File: config.mk
export PLATFORM = sky130hd
export DESIGN_NAME = dfs_seq_top
export DESIGN_NICKNAME = d
export VERILOG_FILES = /design/src/rtl/dfs_pkg.sv /design/src/rtl/dfs_ready_gate.sv /design/src/rtl/dfs_wait_timer.sv /design/src/rtl/dfs_seq_fsm.sv /design/src/rtl/dfs_regs.sv /design/src/rtl/dfs_seq_top.sv
export SDC_FILE = /design/constraint.sdc
export NUM_CORES = 1
export LEC_CHECK = 0
export CORE_MARGIN = 5
export CORE_UTILIZATION = 32
export DETAILED_ROUTE_END_ITERATION = 16
export PLACE_DENSITY = 0.66
export REMOVE_ABC_BUFFERS = 1
export SYNTH_ARGS = -nofsm -noshare
export SYNTH_HDL_FRONTEND = slang
export SYNTH_SLANG_ARGS = --single-unit
File: constraint.sdc
create_clock -name clk -period 2 [get_ports clk]
set_clock_uncertainty 0.2 [all_clocks]
set_input_delay 0.4 -clock clk [delete_from_list [all_inputs] [get_ports clk]]
set_output_delay 0.4 -clock clk [all_outputs]
set_load 0.01 [all_outputs]
File: src/rtl/dfs_pkg.sv
// Package: shared state encoding and register addresses for the
// frequency-switch sequencer. Assumes a 3-bit word address space.
package dfs_pkg;
    typedef enum logic [3:0] {
        ST_IDLE,
        ST_WAIT_MST,
        ST_SR_ON,
        ST_PAD_ON,
        ST_CLK_ON,
        ST_COMMIT,
        ST_CLK_OFF,
        ST_PAD_OFF,
        ST_SR_OFF
    } seq_state_t;

    localparam logic [2:0] A_CTRL    = 3'd0;
    localparam logic [2:0] A_MASK    = 3'd1;
    localparam logic [2:0] A_TIMING  = 3'd2;
    localparam logic [2:0] A_SHADOW  = 3'd3;
    localparam logic [2:0] A_TIMEOUT = 3'd4;

    localparam int B_START = 0;
    localparam int B_MODE  = 1;
    localparam int B_BYP   = 4;
    localparam int B_ERR   = 8;
    localparam int B_PAD   = 13;
    localparam int B_BUF   = 15;
endpackage

File: src/rtl/dfs_ready_gate.sv
// Module: combines the per-master ready flags with the mask.
// Assumes: NUM_MST <= 32. A master counts as clear when it is ready or masked.
module dfs_ready_gate #(
    parameter int NUM_MST = 8
) (
    input  logic [NUM_MST-1:0] ready,
    input  logic [NUM_MST-1:0] mask,
    output logic               all_ok
);
    logic [NUM_MST-1:0] ok;

    genvar gi;
    generate
        for (gi = 0; gi < NUM_MST; gi++) begin : g_mst
            // per-master clear flag
            assign ok[gi] = ready[gi] | mask[gi];
        end
    endgenerate

    // reduce to one flag
    assign all_ok = &ok;
endmodule

File: src/rtl/dfs_wait_timer.sv
// Module: counts the cycles of one handshake wait.
// Assumes: waiting drops for at least one cycle between waits, which clears
// the count. expired is raised on the wait cycle whose count equals limit.
module dfs_wait_timer #(
    parameter int TMO_W = 16
) (
    input  logic             clk,
    input  logic             rst_n,
    input  logic             waiting,
    input  logic [TMO_W-1:0] limit,
    output logic             expired
);
    logic [TMO_W-1:0] cnt;

    // count the cycles spent in the current wait, cleared outside it
    always_ff @(posedge clk) begin
        if (!rst_n || !waiting) begin
            cnt <= '0;
        end else if (cnt != limit) begin
            cnt <= cnt + 1'b1;
        end
    end

    // wait limit reached
    assign expired = waiting && (cnt == limit);
endmodule

File: src/rtl/dfs_seq_fsm.sv
// Module: sequencer state machine for the clock switch.
// Assumes: level handshakes on self-refresh and the clock change. Every wait
// is bounded by the timer, and on expiry the machine returns straight to idle.
module dfs_seq_fsm
    import dfs_pkg::*;
(
    input  logic clk,
    input  logic rst_n,
    input  logic go,
    input  logic pad_en,
    input  logic all_ok,
    input  logic sr_ack,
    input  logic clk_ack,
    input  logic tmo_expired,
    output logic busy,
    output logic waiting,
    output logic sr_req,
    output logic pad_hold,
    output logic clk_req,
    output logic commit,
    output logic abort
);
    seq_state_t state, nxt;

    // wait condition of the current state is not yet met
    always_comb begin
        unique case (state)
            ST_WAIT_MST: waiting = !all_ok;
            ST_SR_ON:    waiting = !sr_ack;
            ST_CLK_ON:   waiting = !clk_ack;
            ST_CLK_OFF:  waiting = clk_ack;
            ST_SR_OFF:   waiting = sr_ack;
            default:     waiting = 1'b0;
        endcase
    end

    assign abort = waiting && tmo_expired;

    // next-state selection
    always_comb begin
        nxt = state;
        if (abort) begin
            nxt = ST_IDLE;
        end else begin
            unique case (state)
                ST_IDLE:     if (go) nxt = ST_WAIT_MST;
                ST_WAIT_MST: if (all_ok) nxt = ST_SR_ON;
                ST_SR_ON:    if (sr_ack) nxt = ST_PAD_ON;
                ST_PAD_ON:   nxt = ST_CLK_ON;
                ST_CLK_ON:   if (clk_ack) nxt = ST_COMMIT;
                ST_COMMIT:   nxt = ST_CLK_OFF;
                ST_CLK_OFF:  if (!clk_ack) nxt = ST_PAD_OFF;
                ST_PAD_OFF:  nxt = ST_SR_OFF;
                ST_SR_OFF:   if (!sr_ack) nxt = ST_IDLE;
                default:     nxt = ST_IDLE;
            endcase
        end
    end

    // state register
    always_ff @(posedge clk) begin
        if (!rst_n) state <= ST_IDLE;
        else        state <= nxt;
    end

    // output decode from the state
    always_comb begin
        busy     = (state != ST_IDLE);
        sr_req   = (state == ST_SR_ON) || (state == ST_PAD_ON) || (state == ST_CLK_ON) ||
                   (state == ST_COMMIT) || (state == ST_CLK_OFF) || (state == ST_PAD_OFF);
        pad_hold = pad_en && ((state == ST_PAD_ON) || (state == ST_CLK_ON) ||
                              (state == ST_COMMIT) || (state == ST_CLK_OFF));
        clk_req  = (state == ST_CLK_ON);
        commit   = (state == ST_COMMIT);
    end

    AST_CLK_IN_SR: assert property (@(posedge clk) disable iff (!rst_n)
        clk_req |-> sr_req);
    AST_PAD_IN_SR: assert property (@(posedge clk) disable iff (!rst_n)
        pad_hold |-> sr_req);
    AST_MST_GATE: assert property (@(posedge clk) disable iff (!rst_n)
        (state == ST_WAIT_MST && !all_ok) |=> !sr_req);
    AST_ABORT_QUIET: assert property (@(posedge clk) disable iff (!rst_n)
        abort |=> (!sr_req && !clk_req && !pad_hold && !busy));
endmodule

File: src/rtl/dfs_regs.sv
// Module: register file with the shadowed refresh timing.
// Assumes: single-cycle writes and combinational reads. CTRL is frozen
// while the sequence runs, and the error flag clears when a start is accepted.
module dfs_regs
    import dfs_pkg::*;
#(
    parameter int          NUM_MST    = 8,
    parameter int          ADDR_W     = 3,
    parameter int          TMO_W      = 16,
    parameter logic [31:0] TIMING_RST = 32'h0000_0000,
    parameter logic [TMO_W-1:0] TMO_RST = '1
) (
    input  logic               clk,
    input  logic               rst_n,
    input  logic               reg_wr,
    input  logic [ADDR_W-1:0]  reg_addr,
    input  logic [31:0]        reg_wdata,
    output logic [31:0]        reg_rdata,
    input  logic               busy,
    input  logic               commit,
    input  logic               abort,
    output logic               go,
    output logic               pad_en,
    output logic               buf_en,
    output logic               alt_mode,
    output logic               bypass,
    output logic [NUM_MST-1:0] mask,
    output logic [TMO_W-1:0]   tmo_limit,
    output logic [31:0]        active_tim
);
    localparam int PAD_MSK = 32 - NUM_MST;

    logic        err_q;
    logic [31:0] shadow_tim;
    logic        wr_ctrl, wr_mask, wr_tim, wr_tmo;

    // write decode
    always_comb begin
        wr_ctrl = reg_wr && (reg_addr == ADDR_W'(A_CTRL));
        wr_mask = reg_wr && (reg_addr == ADDR_W'(A_MASK));
        wr_tim  = reg_wr && (reg_addr == ADDR_W'(A_TIMING));
        wr_tmo  = reg_wr && (reg_addr == ADDR_W'(A_TIMEOUT));
        go      = wr_ctrl && reg_wdata[B_START] && !busy;
    end

    // control fields, written only while idle
    always_ff @(posedge clk) begin
        if (!rst_n) begin
            pad_en   <= 1'b0;
            buf_en   <= 1'b0;
            alt_mode <= 1'b0;
            bypass   <= 1'b0;
        end else if (wr_ctrl && !busy) begin
            pad_en   <= reg_wdata[B_PAD];
            buf_en   <= reg_wdata[B_BUF];
            alt_mode <= reg_wdata[B_MODE];
            bypass   <= reg_wdata[B_BYP];
        end
    end

    // sticky error flag: set on abort, cleared by an accepted start
    always_ff @(posedge clk) begin
        if (!rst_n)     err_q <= 1'b0;
        else if (abort) err_q <= 1'b1;
        else if (go)    err_q <= 1'b0;
    end

    // mask and timeout limit
    always_ff @(posedge clk) begin
        if (!rst_n) begin
            mask      <= '0;
            tmo_limit <= TMO_RST;
        end else begin
            if (wr_mask) mask      <= reg_wdata[NUM_MST-1:0];
            if (wr_tmo)  tmo_limit <= reg_wdata[TMO_W-1:0];
        end
    end

    // shadow timing copy: takes every timing write
    always_ff @(posedge clk) begin
        if (!rst_n)      shadow_tim <= TIMING_RST;
        else if (wr_tim) shadow_tim <= reg_wdata;
    end

    // active timing: direct write when unbuffered, commit when buffered
    always_ff @(posedge clk) begin
        if (!rst_n)                  active_tim <= TIMING_RST;
        else if (wr_tim && !buf_en)  active_tim <= reg_wdata;
        else if (commit && buf_en)   active_tim <= shadow_tim;
    end

    // read mux
    always_comb begin
        reg_rdata = '0;
        unique case (reg_addr)
            ADDR_W'(A_CTRL): begin
                reg_rdata[B_START] = busy;
                reg_rdata[B_MODE]  = alt_mode;
                reg_rdata[B_BYP]   = bypass;
                reg_rdata[B_ERR]   = err_q;
                reg_rdata[B_PAD]   = pad_en;
                reg_rdata[B_BUF]   = buf_en;
            end
            ADDR_W'(A_MASK):    reg_rdata = {{PAD_MSK{1'b0}}, mask};
            ADDR_W'(A_TIMING):  reg_rdata = active_tim;
            ADDR_W'(A_SHADOW):  reg_rdata = shadow_tim;
            ADDR_W'(A_TIMEOUT): reg_rdata = 32'(tmo_limit);
            default:            reg_rdata = '0;
        endcase
    end

    AST_ACTIVE_SRC: assert property (@(posedge clk) disable iff (!rst_n)
        !$stable(active_tim) |-> ($past(commit && buf_en) || $past(wr_tim && !buf_en)));
    AST_ERR_STICKY: assert property (@(posedge clk) disable iff (!rst_n)
        (err_q && !go) |=> err_q);
    AST_CTRL_FROZEN: assert property (@(posedge clk) disable iff (!rst_n)
        busy |=> ($stable(pad_en) && $stable(buf_en) && $stable(alt_mode) && $stable(bypass)));
endmodule

File: src/rtl/dfs_seq_top.sv
// Module: top of the DRAM frequency-switch sequencer.
// Assumes: one clock domain shared with the handshake partners, whose
// acknowledges are already synchronous to clk.
module dfs_seq_top #(
    parameter int          NUM_MST    = 8,
    parameter int          ADDR_W     = 3,
    parameter int          TMO_W      = 16,
    parameter logic [31:0] TIMING_RST = 32'h0000_0000,
    parameter logic [TMO_W-1:0] TMO_RST = '1
) (
    input  logic               clk,
    input  logic               rst_n,
    input  logic               reg_wr,
    input  logic [ADDR_W-1:0]  reg_addr,
    input  logic [31:0]        reg_wdata,
    output logic [31:0]        reg_rdata,
    input  logic [NUM_MST-1:0] mst_ready,
    output logic               sr_req,
    input  logic               sr_ack,
    output logic               pad_hold,
    output logic               clk_req,
    input  logic               clk_ack,
    output logic               cfg_alt_mode,
    output logic               cfg_bypass,
    output logic [15:0]        ref_interval,
    output logic [15:0]        ref_cycles
);
    logic               go, pad_en, buf_en, busy, waiting, commit, abort;
    logic               all_ok, expired;
    logic [NUM_MST-1:0] mask;
    logic [TMO_W-1:0]   tmo_limit;
    logic [31:0]        active_tim;

    dfs_regs #(
        .NUM_MST(NUM_MST), .ADDR_W(ADDR_W), .TMO_W(TMO_W),
        .TIMING_RST(TIMING_RST), .TMO_RST(TMO_RST)
    ) u_regs (
        .clk(clk), .rst_n(rst_n), .reg_wr(reg_wr), .reg_addr(reg_addr),
        .reg_wdata(reg_wdata), .reg_rdata(reg_rdata), .busy(busy),
        .commit(commit), .abort(abort), .go(go), .pad_en(pad_en),
        .buf_en(buf_en), .alt_mode(cfg_alt_mode), .bypass(cfg_bypass),
        .mask(mask), .tmo_limit(tmo_limit), .active_tim(active_tim)
    );

    dfs_ready_gate #(.NUM_MST(NUM_MST)) u_gate (
        .ready(mst_ready), .mask(mask), .all_ok(all_ok)
    );

    dfs_wait_timer #(.TMO_W(TMO_W)) u_timer (
        .clk(clk), .rst_n(rst_n), .waiting(waiting), .limit(tmo_limit),
        .expired(expired)
    );

    dfs_seq_fsm u_fsm (
        .clk(clk), .rst_n(rst_n), .go(go), .pad_en(pad_en), .all_ok(all_ok),
        .sr_ack(sr_ack), .clk_ack(clk_ack), .tmo_expired(expired),
        .busy(busy), .waiting(waiting), .sr_req(sr_req), .pad_hold(pad_hold),
        .clk_req(clk_req), .commit(commit), .abort(abort)
    );

    // timing fields to the memory controller
    assign ref_interval = active_tim[31:16];
    assign ref_cycles   = active_tim[15:0];
endmodule

==> flow_summary_export.csv, run 1 <==
group,metric,value,unit
placed_design,dp_slack,-1.03,ns
synthesis,synthXorXnorAreaFrac,3.23,%
synthesis,synth_compound_area_share,18.4,%
power_and_ir_drop,powerDensity,770,nW/um2
final_layout,fin_area,8480,um2
global_routing,grt_overflow,0,
setup_path,worst_ep_arrival_time,1.73,ns
power_and_ir_drop,max-vdd-ir-drop,0.523,mV
setup_path,crit_slowest_cell,"mux4_2",
placed_design,placed_cells,1035,
sta,period_share,117,%
die,dieHeight,140,um
clocking,path_clk_slew,0.05,ns
run_status,violations,"setup timing",
final_layout,syn2layout_area_growth,56.7,%
final_layout,most-common-layout-cells,"nand2_1, dfxtp_1, buf_4",
power_and_ir_drop,p_total,6.54,mW
synthesis,yosysSeqAreaShare,41.8,%
final_layout,fin_util,51.2,%
job,drv_cap,0,
global_routing,grt_max_degree,52,
final_layout,fillers,1544,
routing,vias,5675,
routing,drt-initial-drc-count,388,
routing,ant_nets,0,
placed_design,gp_congestion,0.872,
global_routing,grt_pass1_vias,5502,
sta,fin_setup_tns,-1.40,ns
sta,slew_headroom,62.8,%
sta,fmax,429,MHz
sta,timing.final.ws_setup,-0.333,ns
synthesis,synthAdderAreaFrac,0.231,%
synthesis,ys_ff_latch,113,
clocking,hold_buffers,0,
synthesis,synthMuxAreaShare,9.10,%
synthesis,synth_top_family_by_area,"simple AND/OR/NAND/NOR gates",
worst_hold_path,min-delay-path-class,"flop to flop",
clocking,clock_sinks,113,
final_layout,antennaDiodeCount,0,
setup_path,worstPathMaxFanout,2,
global_routing,grt_usage,18.7,%
routing,drc,0,
die,fp-row-count,47,
synthesis,yosys.area_share.simple,22.8,%
setup_path,crit_path_end_kind,"output port",
synthesis,synth_edf_count,0,
setup_path,worstPathCellList,"nor2_4 > nand2_1 > mux4_2 > nor2_2 > a21oi_2 > buf_2",
routing,first_pass_iters,5,
setup_path,cp.required,1.40,ns
synthesis,synth_ff_type,"dfxtp_1",
sta,rsz0062_at_grt,"true",
clocking,cts-buffers-inserted,17,
synthesis,synthArstFlopShare,0,%
routing,wl_per_cell,17.5,um
sta,worstMarginPinSlew,0.557,ns
sta,period_minus_slack,2.33,ns
clocking,cts_root_buffer,"clkbuf_16",
clocking,clk_latency,0.42,ns
synthesis,ys_types,49,
global_routing,antenna_found_initial,0,
setup_path,cp-start-kind,"flop",
synthesis,syn-cell-area,5420,um2
placed_design,portBuffers,116,
sta,hold_slack,0.270,ns
die,core_area,16600,um2
die,ios,117,
die,die_x,140,um
routing,viasPerCell,5.22,
placed_design,placedInstanceArea,7320,um2
die,initial_core_util,32.7,%
run_status,outcome,"finished with violations",
power_and_ir_drop,leakagePower,3.42,nW
final_layout,stdcell_count,1088,
synthesis,yosys_warnings,0,
setup_path,cpPeakStageDelay,0.47,ns
final_layout,layout_commonest_cell,"nand2_1",
global_routing,grt_pass1_wl,29.5,mm
synthesis,synth_cells,671,
final_layout,drive_gt1_share,30.4,%
clocking,clk_path_buf_depth,2,
sta,finalSetupViolations,17,
sta,finalMaxSlewViolations,0,
die,dieArea,19600,um2
sta,finalHoldViolCount,0,
clocking,cts_max_level,4,
setup_path,path_class,"flop to output port",
final_layout,final_nets,905,
clocking,tritoncts,"yes",
routing,routed_wl,19.0,mm
placed_design,place_hpwl,13.0,mm
synthesis,avgSynthCellArea,8.07,um2
[per-layer routing]
metal	wire length [um]	track usage (%)	up-vias	share of wire, %
li1	-	-	2744	-
met1	8370	23.8	2706	44
met2	8970	29.7	202	47
met3	1400	6.71	23	7.4
met4	278	6.27	0	1.5
met5	0	0	-	0
[kinds of logic after synthesis]
logic type / after synthesis
AO/OA/AOI/OAI: 159
XOR/XNOR: 20
adder cells (fa/ha/maj): 1
buffers and inverters: 57
flip-flops: 113
multiplexers: 48
AND/OR/NAND/NOR: 273
[where the power goes]
group,internal (mW),switching (mW)
clock,1.72,1.01
sequential,2.34,0.0822
combinational,0.732,0.642
total,4.80,1.74
[path summary, 6_finish.rpt]
kind / start / endpoint / slack (ns) / depth (start not counted)
worst min register to register: u_regs.active_tim[16] / u_regs.active_tim[16] / 0.27 / 2
worst max register to register: u_fsm.state[3] / u_timer.cnt[8] / -0.13 / 6
worst min-delay path: u_regs.active_tim[16] / u_regs.active_tim[16] / 0.27 / 2
worst max-delay path: u_fsm.state[0] / reg_rdata[0] / -0.33 / 6
[critical path: cells and delay by family, from the launching register on]
| kind | cells | cell delay [ns] |
|---|---|---|
| buffers and inverters | 1 | 0.14 |
| DFF | 1 | 0.35 |
| AOI/OAI and AO/OA | 1 | 0.05 |
| and+or+nand+nor | 3 | 0.31 |
| muxes | 1 | 0.47 |
[flip-flops by register name (all words and copies together) (netlist names), 4 cells and up]
name,cells
u_fsm.state,4
u_timer.cnt,16
u_regs.active_tim,32
u_regs.shadow_tim,32
u_regs.tmo_limit,16
u_regs.mask,8
[final cells by class]
cell class | count | area [um2] | share of cell area (%)
inverter | 5 | 18.8 | 0.221
clock buffer | 25 | 505 | 5.96
sequential | 113 | 2290 | 27.0
multi-input combinational | 501 | 3310 | 39.0
clock inverter | 6 | 30.0 | 0.354
tap | 220 | 275 | 3.24
timing repair buffer | 218 | 2050 | 24.2
[cells in the mapped netlist (2+ instances only)]
library cell	count	share of area, %
nor2_1	52	3.6
o31ai_1	5	0.69
nor4b_1	2	0.32
and3_1	4	0.46
or4_1	12	1.7
o211ai_1	6	0.83
a211oi_1	6	0.83
xnor2_1	18	2.9
buf_2	10	0.92
nand4_1	10	1.2
a21oi_1	75	6.9
a22oi_1	36	5.0
clkbuf_1	37	2.6
o21ai_0	13	1.2
inv_1	4	0.28
nor4_1	2	0.23
nand2_1	146	10
buf_6	2	0.42
mux2i_1	47	8.7
dfxtp_1	113	42
nor2b_1	3	0.35
or3_1	4	0.46
buf_1	3	0.21
nand2b_1	3	0.35
and2_1	4	0.46
xor2_1	2	0.32
nand3_1	20	1.8
o22ai_1	11	1.3
[timing repair]
item / CTS / global route
pin swaps: 19 / 34
cloned: 0 / 1
gates resized for setup: 190 / 111
setup endpoints to repair: 73 / 80
setup buffers: 12 / 15
No activity file was read; power rests on OpenSTA's default activity.
==> run 2: changes to the inputs <==
==> constraint.sdc (replaced) <==
create_clock -name clk -period 2 [get_ports clk]
set_clock_uncertainty 0.2 [all_clocks]
set_input_delay 0.4 -clock clk [delete_from_list [all_inputs] [get_ports clk]]
set_output_delay 0.4 -clock clk [all_outputs]
set_load 0.05 [all_outputs]
==> flow_summary_export.csv, run 2 (synthesis gave the netlist of run 1 again) <==
group,metric,value,unit
run_status,outcome,"finished with violations",
run_status,violations,"setup timing",
placed_design,place_hpwl,13.2,mm
clocking,clk_latency,0.42,ns
final_layout,layout_commonest_cell,"nand2_1",
sta,worstMarginPinSlew,0.518,ns
routing,dr.max_layer_used,"met4",
placed_design,dp_slack,-0.637,ns
setup_path,r2r_start,"u_fsm.state[2]",
routing,wl_met1,8.20,mm
sta,period_minus_slack,2.41,ns
global_routing,grt_pass1_vias,5651,
setup_path,reg2reg_setup_slack,-0.22,ns
die,fp-row-count,47,
sta,fmax,415,MHz
global_routing,grt_usage,18.7,%
sta,rsz0062_at_grt,"true",
global_routing,grt_max_degree,42,
sta,hold_slack,0.272,ns
final_layout,multi_input_area,3340,um2
global_routing,antenna_found_initial,0,
clocking,cts-buffers-inserted,17,
sta,slew_headroom,65.2,%
power_and_ir_drop,leakagePower,3.42,nW
clocking,cts_max_level,4,
setup_path,cp.required,1.40,ns
setup_path,crit_path_end_kind,"output port",
final_layout,syn2layout_area_growth,64.3,%
final_layout,reg_top3,"u_regs.active_tim (32), u_regs.shadow_tim (32)",
routing,wl_met3,1.41,mm
final_layout,antennaDiodeCount,0,
clocking,path_clk_slew,0.05,ns
die,initial_core_util,32.7,%
job,drv_cap,0,
global_routing,grt_pass1_wl,29.8,mm
routing,dr_wl_met2,9.13,mm
sta,period_share,121,%
power_and_ir_drop,powerDensity,785,nW/um2
final_layout,final_nets,909,
setup_path,startpoint,"u_fsm.state[3]",
worst_hold_path,min-delay-path-class,"flop to flop",
die,dieHeight,140,um
routing,drt-initial-drc-count,367,
die,core_area,16600,um2
routing,ant_nets,0,
worst_hold_path,worstHoldPathCells,2,
final_layout,regArea,2280,um2
final_layout,most-common-layout-cells,"nand2_1, buf_4, dfxtp_1",
clocking,clk_path_buf_depth,2,
routing,wl_per_cell,17.7,um
routing,first_pass_iters,7,
final_layout,drive_gt1_share,35.3,%
sta,finalMaxSlewViolations,0,
worst_hold_path,min_to,"u_regs.shadow_tim[6]",
clocking,cts_root_buffer,"clkbuf_16",
routing,routed_wl,19.3,mm
die,ios,117,
sta,finalHoldViolCount,0,
placed_design,portBuffers,116,
global_routing,grt_overflow,0,
worst_hold_path,hp-start,"u_regs.shadow_tim[6]",
routing,viasPerCell,5.32,
die,die_x,140,um
clocking,tritoncts,"yes",
final_layout,fillers,1475,
setup_path,worstReg2RegEnd,"u_timer.cnt[10]",
sta,finalSetupViolations,24,
setup_path,worst_ep_arrival_time,1.81,ns
routing,drc,0,
setup_path,worstRegToRegCells,7,
setup_path,path_class,"flop to output port",
setup_path,cp-start-kind,"flop",
die,dieArea,19600,um2
routing,vias,5812,
placed_design,gp_congestion,0.881,
power_and_ir_drop,max-vdd-ir-drop,0.597,mV
sta,timing.final.ws_setup,-0.412,ns
setup_path,worstPathMaxFanout,4,
clocking,clock_sinks,113,
run 2: changes by cell type in the layout (fill, tap and decap cells not counted), moves of 8 or more:
| cell | change |
|---|---|
| o21ai_2 | +8 |
| buf_2 | -16 |
| buf_12 | +34 |
| clkdlybuf4s15_2 | -15 |
| nor2_1 | -12 |
| clkdlybuf4s50_1 | -19 |
| buf_4 | +38 |
| nor2_4 | +8 |
| dlymetal6s2s_1 | -11 |
run 2: area by class of cell:
class	count	area share, %
repair buffers	221	26.9
clock inverters	5	0.844
inverters	5	0.211
clock buffers	26	5.72
flip-flops and latches	113	25.6
well taps	220	3.09
multi-input cells	502	37.6
run 2: repair_timing:
item	4_1_cts	5_1_grt
cloned	1	2
pin swaps	19	20
buffers inserted	11	8
endpoints found under the setup margin	117	61
resized for setup	92	64
hold buffers	0	0
run 2: worst max-delay path by stage:
stage,end,cells after the start
6_report,reg_rdata[0],7
5_1_grt,reg_rdata[0],7
4_1_cts,reg_rdata[0],7
3_5_place_dp,u_timer.cnt[10],7
3_3_place_gp,u_timer.cnt[6],7
2_1_floorplan,u_regs.active_tim[0],5
run 2: through the flow:
| step | cell area [um2] | std cells | utilization, % | power [mW] | setup TNS, ns |
|---|---|---|---|---|---|
| after global routing | 8900 | 1092 | 53.7 | 7.24 | -5.23 |
| after global placement | 7660 | 1045 | 46.2 | 3.72 | -64.00 |
| after CTS | 8540 | 1084 | 51.5 | 6.87 | -1.25 |
| after floorplan | 5190 | 619 | - | 3.02 | -106.67 |
| final | 8900 | 1092 | 53.7 | 6.98 | -3.00 |
| after detailed placement | 7660 | 1045 | 46.2 | 3.72 | -66.39 |
run 2: routing by layer:
| layer | vias up | track usage [%] |
|---|---|---|
| met5 | - | 0 |
| met4 | 0 | 6.94 |
| met3 | 46 | 6.44 |
| met2 | 222 | 29.5 |
| met1 | 2788 | 23.8 |
| li1 | 2756 | - |
run 2: critical path, cell delays in order (launching register included):
cell and delay [ns]:
dfxtp_2 0.33, buf_6 0.12, nor2_4 0.10, nand2_1 0.06
mux4_2 0.47, nor2_2 0.11, a21oi_2 0.06, buf_12 0.15
run 2: report_power, final:
group / switching [mW] / internal [mW] / total, mW
combinational: 0.817 / 0.757 / 1.57
sequential: 0.0706 / 2.34 / 2.41
clock: 1.01 / 1.98 / 3.00
total: 1.90 / 5.08 / 6.98
